### src/rtl/sdiv_pkg.sv
package sdiv_pkg;
  // word indices (byte offset >> 2); the map is software-visible
  localparam int unsigned IDX_DIVISOR = 0;
  localparam int unsigned IDX_DVD32   = 1;
  localparam int unsigned IDX_DVD_HI  = 4;
  localparam int unsigned IDX_DVD_LO  = 5;
  localparam int unsigned IDX_MIR_HI  = 6;
  localparam int unsigned IDX_MIR_LO  = 7;

  typedef enum logic {
    MODE_32 = 1'b0,
    MODE_64 = 1'b1
  } div_mode_e;
endpackage

### src/rtl/sdiv_regs.sv
module sdiv_regs
  import sdiv_pkg::*;
#(
  parameter int W      = 32,
  parameter int ADDR_W = 5
) (
  input  logic              clk,
  input  logic              rst,
  input  logic              wr_en,
  input  logic              rd_en,
  input  logic [ADDR_W-1:0] addr,
  input  logic [W-1:0]      wdata,
  input  logic              lock,
  input  logic              wb_en,
  input  div_mode_e         wb_mode,
  input  logic [W-1:0]      wb_quo,
  input  logic [W-1:0]      wb_rem,
  output logic [W-1:0]      rdata,
  output logic [W-1:0]      divisor,
  output logic [W-1:0]      dvd_hi,
  output logic              start32,
  output logic              start64
);
  localparam int IDX_W = ADDR_W - 2;

  logic [IDX_W-1:0] idx;
  logic             wr_ok;
  logic             div_zero;
  logic [W-1:0]     r_div, r_d32, r_hi, r_lo, r_mhi, r_mlo;
  logic [W-1:0]     rd_mux;
  logic             unused_addr;

  assign idx         = addr[ADDR_W-1:2];
  assign unused_addr = ^addr[1:0];
  assign wr_ok       = wr_en && !lock;
  assign div_zero    = (r_div == '0);
  assign start32     = wr_ok && (idx == IDX_W'(IDX_DVD32));
  assign start64     = wr_ok && (idx == IDX_W'(IDX_DVD_LO));

  always_comb begin
    rd_mux = '0;
    case (idx)
      IDX_W'(IDX_DIVISOR): rd_mux = r_div;
      IDX_W'(IDX_DVD32):   rd_mux = r_d32;
      IDX_W'(IDX_DVD_HI):  rd_mux = r_hi;
      IDX_W'(IDX_DVD_LO):  rd_mux = r_lo;
      IDX_W'(IDX_MIR_HI):  rd_mux = r_mhi;
      IDX_W'(IDX_MIR_LO):  rd_mux = r_mlo;
      default:             rd_mux = '0;
    endcase
  end

  always_ff @(posedge clk) begin
    if (rst) begin
      rdata <= '0;
      r_div <= '0;
      r_d32 <= '0;
      r_hi  <= '0;
      r_lo  <= '0;
      r_mhi <= '0;
      r_mlo <= '0;
    end else begin
      if (rd_en) rdata <= rd_mux;
      if (wb_en) begin
        r_hi  <= wb_rem;
        r_mhi <= wb_rem;
        r_lo  <= wb_quo;
        r_mlo <= wb_quo;
        if (wb_mode == MODE_32) r_d32 <= wb_quo;
      end else if (wr_ok) begin
        case (idx)
          IDX_W'(IDX_DIVISOR): r_div <= wdata;
          IDX_W'(IDX_DVD_HI):  r_hi  <= wdata;
          IDX_W'(IDX_MIR_HI):  r_mhi <= wdata;
          IDX_W'(IDX_MIR_LO):  r_mlo <= wdata;
          IDX_W'(IDX_DVD32), IDX_W'(IDX_DVD_LO): begin
            if (div_zero) begin
              r_d32 <= '0;
              r_hi  <= '0;
              r_lo  <= '0;
              r_mhi <= '0;
              r_mlo <= '0;
            end else if (idx == IDX_W'(IDX_DVD32)) begin
              r_d32 <= wdata;
            end else begin
              r_lo <= wdata;
            end
          end
          default: ;
        endcase
      end
    end
  end

  assign divisor = r_div;
  assign dvd_hi  = r_hi;

  // a start against a zero divisor leaves the mirrors cleared
  p_zero_clear_r7: assert property (@(posedge clk) disable iff (rst)
    (start32 || start64) && div_zero |=> (r_mhi == '0) && (r_mlo == '0));
endmodule

### src/rtl/sdiv_core.sv
module sdiv_core #(
  parameter int W = 32
) (
  input  logic           clk,
  input  logic           rst,
  input  logic           start,
  input  logic [2*W-1:0] dvd_mag,
  input  logic [W-1:0]   dvs_mag,
  output logic           busy,
  output logic           done,
  output logic [2*W-1:0] q_mag,
  output logic [W-1:0]   r_mag
);
  localparam int QW    = 2 * W;
  localparam int ITERS = QW;
  localparam int CNT_W = $clog2(ITERS);

  logic             run_q, done_q;
  logic [CNT_W-1:0] cnt_q;
  logic [QW-1:0]    quo_q;
  logic [W-1:0]     rem_q, dvs_q;
  logic [W:0]       rem_shift, rem_next;
  logic             fits;
  logic             unused_top;

  assign rem_shift  = {rem_q, quo_q[QW-1]};
  assign fits       = rem_shift >= {1'b0, dvs_q};
  assign rem_next   = fits ? (rem_shift - {1'b0, dvs_q}) : rem_shift;
  assign unused_top = rem_next[W];

  always_ff @(posedge clk) begin
    if (rst) begin
      run_q  <= 1'b0;
      done_q <= 1'b0;
      cnt_q  <= '0;
      quo_q  <= '0;
      rem_q  <= '0;
      dvs_q  <= '0;
    end else begin
      done_q <= 1'b0;
      if (start && !run_q && !done_q) begin
        run_q <= 1'b1;
        cnt_q <= '0;
        quo_q <= dvd_mag;
        rem_q <= '0;
        dvs_q <= dvs_mag;
      end else if (run_q) begin
        quo_q <= {quo_q[QW-2:0], fits};
        rem_q <= rem_next[W-1:0];
        cnt_q <= cnt_q + 1'b1;
        if (cnt_q == CNT_W'(ITERS - 1)) begin
          run_q  <= 1'b0;
          done_q <= 1'b1;
        end
      end
    end
  end

  assign busy  = run_q | done_q;
  assign done  = done_q;
  assign q_mag = quo_q;
  assign r_mag = rem_q;

  // the partial remainder always stays below the divisor magnitude
  p_partial_lt_r5: assert property (@(posedge clk) disable iff (rst)
    run_q |-> (rem_q < dvs_q));
  // a running loop finishes with a single completion pulse
  p_done_pulse_r8: assert property (@(posedge clk) disable iff (rst)
    done_q |=> !done_q && !run_q);
endmodule

### src/rtl/sdiv_fixup.sv
module sdiv_fixup #(
  parameter int W = 32
) (
  input  logic [2*W-1:0] q_mag,
  input  logic [W-1:0]   r_mag,
  input  logic           neg_q,
  input  logic           neg_r,
  output logic [W-1:0]   quo,
  output logic [W-1:0]   rem,
  output logic           ovf
);
  localparam logic [2*W-1:0] POS_LIM = {{(W+1){1'b0}}, {(W-1){1'b1}}};
  localparam logic [2*W-1:0] NEG_LIM = {{W{1'b0}}, 1'b1, {(W-1){1'b0}}};
  localparam logic [W-1:0]   SAT_POS = {1'b0, {(W-1){1'b1}}};
  localparam logic [W-1:0]   SAT_NEG = {1'b1, {(W-1){1'b0}}};
  localparam logic [W-1:0]   ONE     = {{(W-1){1'b0}}, 1'b1};

  always_comb begin
    ovf = neg_q ? (q_mag > NEG_LIM) : (q_mag > POS_LIM);
    if (ovf)        quo = neg_q ? SAT_NEG : SAT_POS;
    else if (neg_q) quo = (~q_mag[W-1:0]) + ONE;
    else            quo = q_mag[W-1:0];
    rem = neg_r ? ((~r_mag) + ONE) : r_mag;
  end
endmodule

### src/rtl/sdiv_unit.sv
module sdiv_unit
  import sdiv_pkg::*;
#(
  parameter int W      = 32,
  parameter int ADDR_W = 5
) (
  input  logic              clk,
  input  logic              rst,
  input  logic              wr_en,
  input  logic              rd_en,
  input  logic [ADDR_W-1:0] addr,
  input  logic [W-1:0]      wdata,
  output logic [W-1:0]      rdata,
  output logic              busy
);
  localparam int QW = 2 * W;

  logic [W-1:0]  divisor_w, dvd_hi_w, quo_w, rem_w;
  logic          start32, start64, start_core;
  logic          core_busy, core_done, ovf_w;
  logic [QW-1:0] dvd_full, dvd_abs, q_mag;
  logic [W-1:0]  dvs_abs, r_mag;
  logic          dvd_neg;
  logic          neg_q_q, neg_r_q;
  div_mode_e     mode_q;

  assign dvd_full   = start64 ? {dvd_hi_w, wdata} : {{W{wdata[W-1]}}, wdata};
  assign dvd_neg    = dvd_full[QW-1];
  assign dvd_abs    = dvd_neg ? ((~dvd_full) + {{(QW-1){1'b0}}, 1'b1}) : dvd_full;
  assign dvs_abs    = divisor_w[W-1] ? ((~divisor_w) + {{(W-1){1'b0}}, 1'b1}) : divisor_w;
  assign start_core = (start32 || start64) && (divisor_w != '0);

  always_ff @(posedge clk) begin
    if (rst) begin
      neg_q_q <= 1'b0;
      neg_r_q <= 1'b0;
      mode_q  <= MODE_32;
    end else if (start_core) begin
      neg_q_q <= dvd_neg ^ divisor_w[W-1];
      neg_r_q <= dvd_neg;
      mode_q  <= start64 ? MODE_64 : MODE_32;
    end
  end

  sdiv_regs #(.W(W), .ADDR_W(ADDR_W)) u_regs (
    .clk     (clk),
    .rst     (rst),
    .wr_en   (wr_en),
    .rd_en   (rd_en),
    .addr    (addr),
    .wdata   (wdata),
    .lock    (core_busy),
    .wb_en   (core_done),
    .wb_mode (mode_q),
    .wb_quo  (quo_w),
    .wb_rem  (rem_w),
    .rdata   (rdata),
    .divisor (divisor_w),
    .dvd_hi  (dvd_hi_w),
    .start32 (start32),
    .start64 (start64)
  );

  sdiv_core #(.W(W)) u_core (
    .clk     (clk),
    .rst     (rst),
    .start   (start_core),
    .dvd_mag (dvd_abs),
    .dvs_mag (dvs_abs),
    .busy    (core_busy),
    .done    (core_done),
    .q_mag   (q_mag),
    .r_mag   (r_mag)
  );

  sdiv_fixup #(.W(W)) u_fix (
    .q_mag (q_mag),
    .r_mag (r_mag),
    .neg_q (neg_q_q),
    .neg_r (neg_r_q),
    .quo   (quo_w),
    .rem   (rem_w),
    .ovf   (ovf_w)
  );

  assign busy = core_busy;

  // the divisor cannot change while a divide is running
  p_ignore_busy_r9: assert property (@(posedge clk) disable iff (rst)
    busy && wr_en |=> $stable(divisor_w));
  // a zero divisor never raises busy
  p_zero_div_r7: assert property (@(posedge clk) disable iff (rst)
    (start32 || start64) && (divisor_w == '0) |=> !busy);
  // an accepted start raises busy on the next cycle
  p_start_busy_r8: assert property (@(posedge clk) disable iff (rst)
    start_core |=> busy);
  // a nonzero remainder follows the dividend sign
  p_rem_sign_r5: assert property (@(posedge clk) disable iff (rst)
    core_done && (rem_w != '0) |-> (rem_w[W-1] == neg_r_q));
  // an overflowing quotient is stored at an extreme
  p_no_overflow_r6: assert property (@(posedge clk) disable iff (rst)
    core_done && ovf_w |=> (dvd_hi_w == $past(rem_w)) &&
      ((u_regs.r_lo == {1'b0, {(W-1){1'b1}}}) || (u_regs.r_lo == {1'b1, {(W-1){1'b0}}})));
endmodule

### config.mk
export PLATFORM = sky130hd
export DESIGN_NAME = sdiv_unit
export DESIGN_NICKNAME = d
export VERILOG_FILES = /design/src/rtl/sdiv_pkg.sv /design/src/rtl/sdiv_regs.sv /design/src/rtl/sdiv_core.sv /design/src/rtl/sdiv_fixup.sv /design/src/rtl/sdiv_unit.sv
export SDC_FILE = /design/constraint.sdc
export NUM_CORES = 1
export LEC_CHECK = 0
export BUFFER_PORTS_ARGS = -buffer_cell sky130_fd_sc_hd__buf_2
export CAP_MARGIN = 10
export CORE_UTILIZATION = 35
export CTS_CLUSTER_DIAMETER = 150
export CTS_CLUSTER_SIZE = 20
export DETAILED_ROUTE_END_ITERATION = 8
export PLACE_DENSITY = 0.61
export SYNTH_ARGS = -nofsm -noshare
export SYNTH_HDL_FRONTEND = slang
export SYNTH_HIERARCHICAL = 1
export SYNTH_SLANG_ARGS = --single-unit
### constraint.sdc
create_clock -name clk -period 4.6 [get_ports clk]
set_input_delay 1.38 -clock clk [delete_from_list [all_inputs] [get_ports clk]]
set_output_delay 1.38 -clock clk [all_outputs]
set_load 0.005 [all_outputs]
==> results by group <==
Flow run
  – Maxcap violations: 0

Global route
  – First-pass GRT wire length: 131 mm
  – Vias in the first global route: between 20k and 25k
  – Initial antenna violation count: 0
  – Pin count of the biggest net entering global routing: 112
  – Gr usage total: 25.2%
  – Gr ovfl total: 0

Yosys
  – Cell count after synthesis: between 2k and 3k
  – Synthesis Warnings: 6
  – Synth Area per Inst: about 8 sq um
  – Net Count, Synth: slightly below 3k
  – Mapped Area: around 23000 sq um

Timing
  – Setup TNS: 0 ns
  – Highest Clock Rate: between 200 and 300 MHz
  – Final Skew: around 0.026 ns
  – Period utilisation layout: between 80% and 90%
  – Slew HR: between 20% and 30%
  – RSZ-0062 raised after global routing: false
  – Worst-margin pin slew: between 1 and 1.5 ns
  – Final hold violations: 0
  – Fin. max-slew vios: 0
  – Final setup fails: 0
  – Fin crit period: about 3.8 ns

Pwr
  – Peak VDD IR: around 0.00028 V
  – Pwr/cell area: about 340 nW/um^2
  – Static Leak: roughly 9.1 nW

Floorplan
  – # IOs: between 70 and 80
  – Die height: 260 um
  – Initial Utilization: between 30% and 40%
  – Die width: about 260 um
  – FP Rows: 94
  – Core region area: about 66000 sq um
  – Die Footprint: 67400 sq um

Final layout
  – Combined area of the multi-input logic cells: 14700 sq um
  – Storage cell area: between 7000 and 8000 sq um
  – Fillers: roughly 6.8k
  – Commonest non-fill, non-tap cell in the layout: dfxtp_1
  – Synth-to-Final Area Change: 8.27%
  – Commonest cells after routing, fill and taps aside: dfxtp_1, nand2_1, a21oi_1
  – Layout cell share with drive strength beyond 1: about an eighth
  – Final Util: a little under two fifths
  – Nets: around 2.9k
  – # diodes: 0

Drt
  – Via/cell ratio: slightly above 6
  – Wire per inst: 23.6 um
  – TritonRoute pass-1 iters: 6
  – Max Used Layer: met4
  – Vias: approximately 23k
  – Routed Antenna Nets: 0
  – Initial DRC count: 2789
  – DRT met1 WL: about 38 mm
  – Drt total wl: around 87 mm
  – Detail Route met2 WL: around 38 mm
  – # DRC: 0
  – Met3 routed WL: 7.60 mm

Worst setup path
  – Setup crit start kind: primary input
  – Worst Setup End Kind: flip-flop
  – Largest fanout on the critical path: 6
  – Worst Path Arrival: around 4.3 ns
  – WS Path Type: primary input to flip-flop
  – CP required: approximately 5.1 ns

Place
  – Gpl congestion: ~0.96
  – Buffers added on ports: between 70 and 80
  – Detailed-placement wirelength estimate: 62.3 mm

Clocking
  – CTS tree: built
  – Post-CTS Hold Buffers: 0
  – Setup repair bufs after CTS: 0
  – Post-CTS Resized: 0
  – H-tree levels: 1
  – Clock Sinks: between 300 and 400
  – Clock Tree Root: clkbuf_16
  – Worst-Skew Late Latency: ~0.6 ns
  – Num CTS Buffers: 22
  – CTS Buffer Depth: 3
  – Reg clk slew, reported paths: roughly 0.090 ns

Run status
  – Status: completed

Hold path
  – Path category of the worst min-delay check: flip-flop to flip-flop
[registers in the layout, indices dropped and copies added (netlist names)]
register,count
u_regs/r_lo,32
u_core/done,1
u_regs/dvd_hi,32
u_core/cnt_q,6
u_core/q_mag,64
mode_q,1
neg_q_q,1
u_core/run_q,1
u_regs/r_mlo,32
u_regs/r_mhi,32
u_regs/r_d32,32
u_regs/divisor,32
u_core/r_mag,32
u_regs/rdata,32
neg_r_q,1
u_core/dvs_q,32
[critical path, cell delays in order]
cell	delay (ns)
buf_2	0.12
nor2b_1	0.25
and3_2	0.43
or4b_1	0.47
o41ai_1	0.49
nand3_1	0.18
a211oi_1	0.32
mux2i_1	0.36
a22oi_1	0.11
a21oi_1	0.16
[path summary, 6_finish.rpt]
check | from | endpoint | slack (ns) | cells after the start
max | wr_en | u_core/q_mag[53]$_SDFFE_PP0P_ | 0.81 | 10
min | u_core/dvs_q[19]$_SDFFE_PP0P_ | u_core/dvs_q[19]$_SDFFE_PP0P_ | 0.46 | 2
max reg2reg | u_core/q_mag[0]$_SDFFE_PP0P_ | u_regs/r_mlo[5]$_SDFFE_PP0P_ | 0.82 | 9
min reg2reg | u_core/dvs_q[19]$_SDFFE_PP0P_ | u_core/dvs_q[19]$_SDFFE_PP0P_ | 0.46 | 2
[final cells by class]
class                      instances  share of cell area, %
multi-input combinational       2203                   58.6
sequential                       363                   28.9
timing repair buffer             169                   4.73
tap                              864                   4.30
clock buffer                      24                   2.22
inverter                          69                   1.03
clock inverter                     3                  0.144
[layer usage]
layer | vias to the layer above | GRT usage, %
met2 | 1080 | 38.9
met1 | 10935 | 34.4
met5 | - | 0
met3 | 172 | 3.97
met4 | 0 | 11.1
li1 | 10648 | -
[where the power goes]
part	switching, mW	internal (mW)	leakage [nW]
registers	0.166	3.27	2.94
clock network	1.16	0.878	0.291
logic	1.93	1.08	5.85
[stage by stage]
step                hold WS (ns)  instance area, sq um  cells  worst slack, ns  power (mW)
finish                     0.458                 25100   3695            0.811        8.48
floorplan                  0.427                 23200   2870            0.178        5.59
global placement           0.441                 24500   3668            0.373        6.41
detailed placement         0.445                 24500   3668            0.362        6.42
CTS                        0.462                 25100   3695            0.909        8.43
global route               0.474                 25100   3695            0.661        8.83
(Power assumes the default switching activity.)
